===== config.mk =====
export PLATFORM = sky130hd
export DESIGN_NAME = divmod_unit
export DESIGN_NICKNAME = d
export VERILOG_FILES = /design/src/rtl/divmod_pkg.sv /design/src/rtl/divmod_decode.sv /design/src/rtl/divmod_prep.sv /design/src/rtl/divmod_iter.sv /design/src/rtl/divmod_unit.sv
export SDC_FILE = /design/constraint.sdc
export NUM_CORES = 1
export LEC_CHECK = 0
export BUFFER_PORTS_ARGS = -buffer_cell sky130_fd_sc_hd__buf_2
export CAP_MARGIN = 20
export CORE_ASPECT_RATIO = 1.25
export CORE_MARGIN = 3
export CORE_UTILIZATION = 49
export CTS_CLUSTER_SIZE = 10
export DETAILED_ROUTE_END_ITERATION = 7
export PLACE_DENSITY = 0.78
export SLEW_MARGIN = 30
export SYNTH_ARGS = -nofsm -noshare
export SYNTH_HDL_FRONTEND = slang
export SYNTH_SLANG_ARGS = --single-unit

===== constraint.sdc =====
create_clock -name clk -period 6.16 [get_ports clk]
set_clock_uncertainty 0.1 [all_clocks]
set_input_delay 1.232 -clock clk [delete_from_list [all_inputs] [get_ports clk]]
set_output_delay 1.232 -clock clk [all_outputs]
set_load 0.05 [all_outputs]

===== src/rtl/divmod_pkg.sv =====
package divmod_pkg;

    localparam int IMM_W = 32;

    localparam logic [3:0]  OPC_DIV  = 4'h3;
    localparam logic [3:0]  OPC_MOD  = 4'h9;
    localparam logic [2:0]  CLS_W32  = 3'b100;
    localparam logic [2:0]  CLS_W64  = 3'b111;
    localparam logic [15:0] OFF_UNS  = 16'd0;
    localparam logic [15:0] OFF_SGN  = 16'd1;

    typedef struct packed {
        logic legal;
        logic is_mod;
        logic is_signed;
        logic is32;
        logic use_reg;
    } dm_ctrl_t;

    typedef enum logic [1:0] {
        ST_IDLE,
        ST_RUN,
        ST_FIN
    } dm_state_t;

    function automatic dm_ctrl_t dm_decode(input logic [7:0] opc, input logic [15:0] off);
        dm_ctrl_t c;
        logic op_ok, cls_ok, off_ok;
        op_ok       = (opc[7:4] == OPC_DIV) || (opc[7:4] == OPC_MOD);
        cls_ok      = (opc[2:0] == CLS_W32) || (opc[2:0] == CLS_W64);
        off_ok      = (off == OFF_UNS) || (off == OFF_SGN);
        c.legal     = op_ok && cls_ok && off_ok;
        c.is_mod    = (opc[7:4] == OPC_MOD);
        c.is_signed = (off == OFF_SGN);
        c.is32      = (opc[2:0] == CLS_W32);
        c.use_reg   = opc[3];
        return c;
    endfunction

endpackage


===== src/rtl/divmod_decode.sv =====
module divmod_decode
    import divmod_pkg::*;
(
    input  logic [7:0]  opcode,
    input  logic [15:0] offset,
    output dm_ctrl_t    ctrl
);
    always_comb begin
        ctrl = dm_decode(opcode, offset);
    end
endmodule


===== src/rtl/divmod_prep.sv =====
module divmod_prep
    import divmod_pkg::*;
#(
    parameter int XLEN = 64
) (
    input  dm_ctrl_t         ctrl,
    input  logic [XLEN-1:0]  dst_val,
    input  logic [XLEN-1:0]  src_val,
    input  logic [IMM_W-1:0] imm,
    output logic [XLEN-1:0]  dvd_aligned,
    output logic [XLEN-1:0]  dvs_mag,
    output logic [XLEN-1:0]  dvd_keep,
    output logic             neg_quo,
    output logic             neg_rem,
    output logic             dvs_zero
);
    localparam int HALF = XLEN / 2;

    logic [XLEN-1:0] keep_mask, imm_ext;
    logic [XLEN-1:0] a_raw, b_raw, a_neg, b_neg, a_mag;
    logic            a_sign, b_sign;

    always_comb begin
        keep_mask = ctrl.is32 ? {{HALF{1'b0}}, {HALF{1'b1}}} : {XLEN{1'b1}};
        imm_ext   = {{(XLEN-IMM_W){imm[IMM_W-1]}}, imm};
        a_raw     = dst_val & keep_mask;
        b_raw     = (ctrl.use_reg ? src_val : imm_ext) & keep_mask;
        a_sign    = ctrl.is_signed & (ctrl.is32 ? a_raw[HALF-1] : a_raw[XLEN-1]);
        b_sign    = ctrl.is_signed & (ctrl.is32 ? b_raw[HALF-1] : b_raw[XLEN-1]);
        a_neg     = (XLEN'(0) - a_raw) & keep_mask;
        b_neg     = (XLEN'(0) - b_raw) & keep_mask;
        a_mag     = a_sign ? a_neg : a_raw;
        dvs_mag   = b_sign ? b_neg : b_raw;
        // left-align narrow dividend so iteration always starts at the top bit
        dvd_aligned = ctrl.is32 ? (a_mag << HALF) : a_mag;
        dvd_keep  = a_raw;
        dvs_zero  = (b_raw == '0);
        neg_quo   = a_sign ^ b_sign;
        neg_rem   = a_sign;
    end
endmodule


===== src/rtl/divmod_iter.sv =====
module divmod_iter #(
    parameter int XLEN = 64
) (
    input  logic            clk,
    input  logic            rst,
    input  logic            load,
    input  logic            step,
    input  logic [XLEN-1:0] dvd_in,
    input  logic [XLEN-1:0] dvs_in,
    output logic [XLEN-1:0] quo,
    output logic [XLEN-1:0] rem
);
    logic [XLEN-1:0] q_r, d_r;
    logic [XLEN:0]   r_r;
    logic [XLEN:0]   shifted, diff;

    always_comb begin
        shifted = {r_r[XLEN-1:0], q_r[XLEN-1]};
        diff    = shifted - {1'b0, d_r};
    end

    always_ff @(posedge clk) begin
        if (rst) begin
            q_r <= '0;
            r_r <= '0;
            d_r <= '0;
        end else if (load) begin
            q_r <= dvd_in;
            r_r <= '0;
            d_r <= dvs_in;
        end else if (step) begin
            if (!diff[XLEN]) begin
                r_r <= diff;
                q_r <= {q_r[XLEN-2:0], 1'b1};
            end else begin
                r_r <= shifted;
                q_r <= {q_r[XLEN-2:0], 1'b0};
            end
        end
    end

    assign quo = q_r;
    assign rem = r_r[XLEN-1:0];
endmodule


===== src/rtl/divmod_unit.sv =====
module divmod_unit
    import divmod_pkg::*;
#(
    parameter int XLEN = 64
) (
    input  logic             clk,
    input  logic             rst,
    input  logic             start,
    input  logic [7:0]       opcode,
    input  logic [15:0]      offset,
    input  logic [XLEN-1:0]  dst_val,
    input  logic [XLEN-1:0]  src_val,
    input  logic [IMM_W-1:0] imm,
    output logic             busy,
    output logic             done,
    output logic             illegal,
    output logic [XLEN-1:0]  result
);
    localparam int HALF  = XLEN / 2;
    localparam int CNT_W = $clog2(XLEN + 1);

    dm_ctrl_t        dec;
    dm_state_t       state;
    logic [CNT_W-1:0] cnt;
    logic [XLEN-1:0] dvd_aligned, dvs_mag, dvd_keep, quo, rem;
    logic            neg_quo, neg_rem, dvs_zero;
    logic            accept, last_step;

    logic            run_is32, run_mod, run_nq, run_nr, run_zero;
    logic [XLEN-1:0] run_keep;
    logic [XLEN-1:0] pick, signed_val, fin_val, out_mask;

    divmod_decode u_dec (
        .opcode (opcode),
        .offset (offset),
        .ctrl   (dec)
    );

    divmod_prep #(.XLEN(XLEN)) u_prep (
        .ctrl        (dec),
        .dst_val     (dst_val),
        .src_val     (src_val),
        .imm         (imm),
        .dvd_aligned (dvd_aligned),
        .dvs_mag     (dvs_mag),
        .dvd_keep    (dvd_keep),
        .neg_quo     (neg_quo),
        .neg_rem     (neg_rem),
        .dvs_zero    (dvs_zero)
    );

    assign accept = (state == ST_IDLE) && start && dec.legal;

    divmod_iter #(.XLEN(XLEN)) u_iter (
        .clk    (clk),
        .rst    (rst),
        .load   (accept),
        .step   (state == ST_RUN),
        .dvd_in (dvd_aligned),
        .dvs_in (dvs_mag),
        .quo    (quo),
        .rem    (rem)
    );

    always_comb begin
        last_step  = (cnt == (run_is32 ? CNT_W'(HALF - 1) : CNT_W'(XLEN - 1)));
        out_mask   = run_is32 ? {{HALF{1'b0}}, {HALF{1'b1}}} : {XLEN{1'b1}};
        pick       = run_mod ? rem : quo;
        signed_val = (run_mod ? run_nr : run_nq) ? (XLEN'(0) - pick) : pick;
        fin_val    = (run_zero ? (run_mod ? run_keep : '0) : signed_val) & out_mask;
    end

    always_ff @(posedge clk) begin
        if (rst) begin
            state    <= ST_IDLE;
            cnt      <= '0;
            done     <= 1'b0;
            illegal  <= 1'b0;
            result   <= '0;
            run_is32 <= 1'b0;
            run_mod  <= 1'b0;
            run_nq   <= 1'b0;
            run_nr   <= 1'b0;
            run_zero <= 1'b0;
            run_keep <= '0;
        end else begin
            done    <= 1'b0;
            illegal <= 1'b0;
            case (state)
                ST_IDLE: begin
                    if (start) begin
                        if (dec.legal) begin
                            state    <= ST_RUN;
                            cnt      <= '0;
                            run_is32 <= dec.is32;
                            run_mod  <= dec.is_mod;
                            run_nq   <= neg_quo;
                            run_nr   <= neg_rem;
                            run_zero <= dvs_zero;
                            run_keep <= dvd_keep;
                        end else begin
                            illegal <= 1'b1;
                        end
                    end
                end
                ST_RUN: begin
                    cnt <= cnt + 1'b1;
                    if (last_step) state <= ST_FIN;
                end
                ST_FIN: begin
                    result <= fin_val;
                    done   <= 1'b1;
                    state  <= ST_IDLE;
                end
                default: state <= ST_IDLE;
            endcase
        end
    end

    assign busy = (state != ST_IDLE);
endmodule


==> flow_metrics.tcl <==
set metrics [dict create \
    die_x_um 201.9 \
    yosysWarningCount 0 \
    cts-root-buf "clkbuf_16" \
    status "complete, no violations" \
    grt_pass1_vias 22550 \
    setup_violations 0 \
    wirelength_mm 81.91 \
    async_reset_ff_share_pct 0 \
    clock_latency_ps 580 \
    grt_use_total_pct 30.84 \
    tns_ps 0 \
    htreeDepth 2 \
    crit_path_start_kind "register" \
    yosysSeqAreaShare_pct 28.62 \
    stdcell_count 3922 \
    p_clk_share_pct 46.6 \
    crit_arrival_ps 4950 \
    start_util_pct 49.66 \
    ys_seq_elements 336 \
    worst_slew_pin_slew_ps 936.3 \
    crit_required_ps 6560 \
    p_int_mw 3.570 \
    crit_type "reg -> reg" \
    first_pass_iters 6 \
    final_common_cell "a21oi_1" \
    via_count 24340 \
    synth.avg_cell_area_sq_um 7.419 \
    r2r-start "u_iter.quo[63]" \
    fin_crit_ps 4547 \
    rsz0062_at_grt "no" \
    synth_enable_flop_cells 0 \
    drtIter0Drc 2671 \
    numClockSinks 336 \
    rrSetupSlack_ps 1610 \
    netlist_area_sq_um 23500 \
    die_area_sq_um 50650 \
    clk_pin_slew_ps 60 \
    timing.final.crit_share_pct 73.81 \
    swShare_pct 24.93 \
    layout-drive-gt1-share_pct 11.97 \
    peakVddDrop_mv 0.1612 \
    drc 0 \
    die_y_um 250.9 \
    synthCells 3168 \
    cts-resized-gates 0 \
    cts_made_buffers 40 \
    clk_path_buf_depth 3 \
    multi_input_area_sq_um 15500 \
    crit_path_end "u_iter.r_r[62]" \
    seq_power_share_pct 45.7 \
    slew_headroom_pct 35.97 \
    cts_setup_buffers 0 \
    dpl-instance-area_sq_um 24960 \
    fillers 4560 \
    area_growth_syn_to_layout_pct 11.15 \
    max_cap_viol_count 0 \
    num_rows 89 \
    cts_hold_buf 0 \
    hold_viol 0 \
    port_buffers 253 \
    grt_max_degree 114 \
    hp-class "reg -> reg" \
    dp.cells 3867 \
    core_sq_um 47330 \
    cellPowerDensity_nw_per_um2 182.1 \
    slew_viol_final 0 \
    r2r_end "u_iter.r_r[62]" \
    synth_fp_nets 3424 \
    fin_area_sq_um 26130 \
    seqCellArea_sq_um 6730 \
    grt_pass1_wl_mm 126.4 \
    reg2reg_depth 15 \
    grt.overflow.total 0 \
    fmax_mhz 219.9 \
    layout_common_cells "369 x a21oi_1, 367 x nand2_1, 335 x dfxtp_1" \
    cp-end-kind "register" \
    vias_per_cell 6.207 \
    antenna_left 0 \
    wl_per_cell_um 20.89 \
    nets 3528 \
    synthFlopType "dfxtp_1" \
    power.switching_mw 1.186 \
    pin_count 254 \
    worstSetupStartpoint "u_iter.quo[63]" \
    dp.final_hpwl_mm 60.69 \
    tritoncts "done" \
    power.leakage_nw 10.45 \
    finalWeightedCongestion 0.9734 \
    antenna_found_initial 5 \
    yosysUniqueCellTypes 86 \
    pwr-share-comb_pct 7.7 \
    crit_fanout 73 \
]
-- worst min path at each step --
stage,from,to,cells after the start,slack (ps)
finish,u_iter.d_r[18],u_iter.d_r[18],2,350
global route,run_keep[48],run_keep[48],2,370
CTS,u_iter.d_r[18],u_iter.d_r[18],2,350
detailed placement,run_keep[33],run_keep[33],2,340
global placement,run_keep[40],run_keep[40],2,340
floorplan,run_keep[33],run_keep[33],2,330
-- area by class of cell --
class	instances	share of cell area, %
inverter	107	1.537
antenna	3	0.02874
multi-input combinational	2503	59.31
sequential	336	25.76
clock buffer	49	4.157
timing repair buffer	284	5.881
clock inverter	3	0.2682
tap	637	3.051
-- cell families (layout without fill, tap and decap cells) --
kind of cell | Yosys count | count (layout) | share of synthesized area [%]
AO/OA/AOI/OAI | 1039 | 1039 | 26.76
other | 0 | 3 | 0
multiplexers | 142 | 142 | 6.090
buffers and inverters | 329 | 443 | 5.893
AND/OR/NAND/NOR | 1013 | 1013 | 19.99
flip-flops | 336 | 336 | 28.62
XOR/XNOR | 240 | 240 | 8.943
adder cells (fa/ha/maj) | 69 | 69 | 3.705
-- power by group through the flow --
stage / clock network [mW] / registers [mW] / logic [mW]
3_3_place_gp: 0 / 2.22 / 0.353
2_1_floorplan: 0 / 2.22 / 0.183
3_5_place_dp: 0 / 2.22 / 0.353
6_report: 2.22 / 2.17 / 0.364
5_1_grt: 2.31 / 2.17 / 0.389
4_1_cts: 2.23 / 2.17 / 0.354
-- Yosys cell counts (all sizes together) (15+ instances only) --
cell / count / area share [%]
nor2: 292 / 4.7
o22ai: 36 / 0.96
a31oi: 32 / 0.85
nand3: 61 / 1.3
a21o: 27 / 0.86
nand2b: 39 / 1.0
or3: 17 / 0.45
clkbuf: 174 / 2.8
dfxtp: 336 / 29
a22oi: 31 / 0.99
a21oi: 370 / 7.9
inv: 107 / 1.7
nand4: 32 / 0.93
and3: 18 / 0.50
buf: 48 / 1.4
nor3: 93 / 2.0
xnor2: 115 / 4.3
o21bai: 22 / 0.70
o32ai: 15 / 0.56
a222oi: 17 / 0.72
a221oi: 16 / 0.62
nor4: 16 / 0.71
o21ai: 295 / 6.3
ha: 68 / 3.6
xor2: 125 / 4.7
a211oi: 23 / 0.73
o211ai: 50 / 1.6
nand2: 370 / 5.9
nor3b: 18 / 0.57
mux2i: 134 / 5.7
o31ai: 27 / 0.88
-- routing by layer --
metal / wire, um / share of wire (%) / up-vias / GRT usage [%]
met2: 39760 / 49 / 1124 / 52.75
met3: 5580 / 6.8 / 283 / 4.106
met1: 31410 / 38 / 11400 / 37.62
li1: - / - / 11540 / -
met5: 20 / 0.024 / - / 0
met4: 5140 / 6.3 / 2 / 16.81
-- flip-flops by register name (all words and copies together) (netlist names) --
register / cells
cnt: 7
done: 1
illegal: 1
result: 64
run_is32: 1
run_keep: 64
run_mod: 1
run_nq: 1
run_nr: 1
run_zero: 1
state: 2
u_iter.d_r: 64
u_iter.quo: 64
u_iter.r_r: 64
-- critical path: stages, from the launching register on --
cell and delay, ps:
dfxtp_1 490, inv_1 80, ha_1 220, fa_1 400, nand2b_1 180, a21oi_1 230, o21ai_1 130, a2111o_1 450
a2111oi_4 500, o21ai_2 100, a211o_1 340, a221oi_4 300, buf_12 410, nand2_2 170, nor3_1 220, a221o_1 130
-- per-stage QoR --
| step | hold WS, ps | utilization (%) | power (mW) | worst slack, ps |
|---|---|---|---|---|
| 2_1_floorplan | 331.3 | - | 2.405 | 720.4 |
| 5_1_grt | 368.4 | 55.20 | 4.875 | 1317 |
| 6_report | 346.8 | 55.20 | 4.756 | 1613 |
| 3_3_place_gp | 338.1 | 52.70 | 2.574 | 1371 |
| 3_5_place_dp | 344.7 | 52.74 | 2.573 | 1271 |
| 4_1_cts | 350.9 | 55.18 | 4.763 | 1683 |
Note: power is estimated with default switching activity, not from simulation.
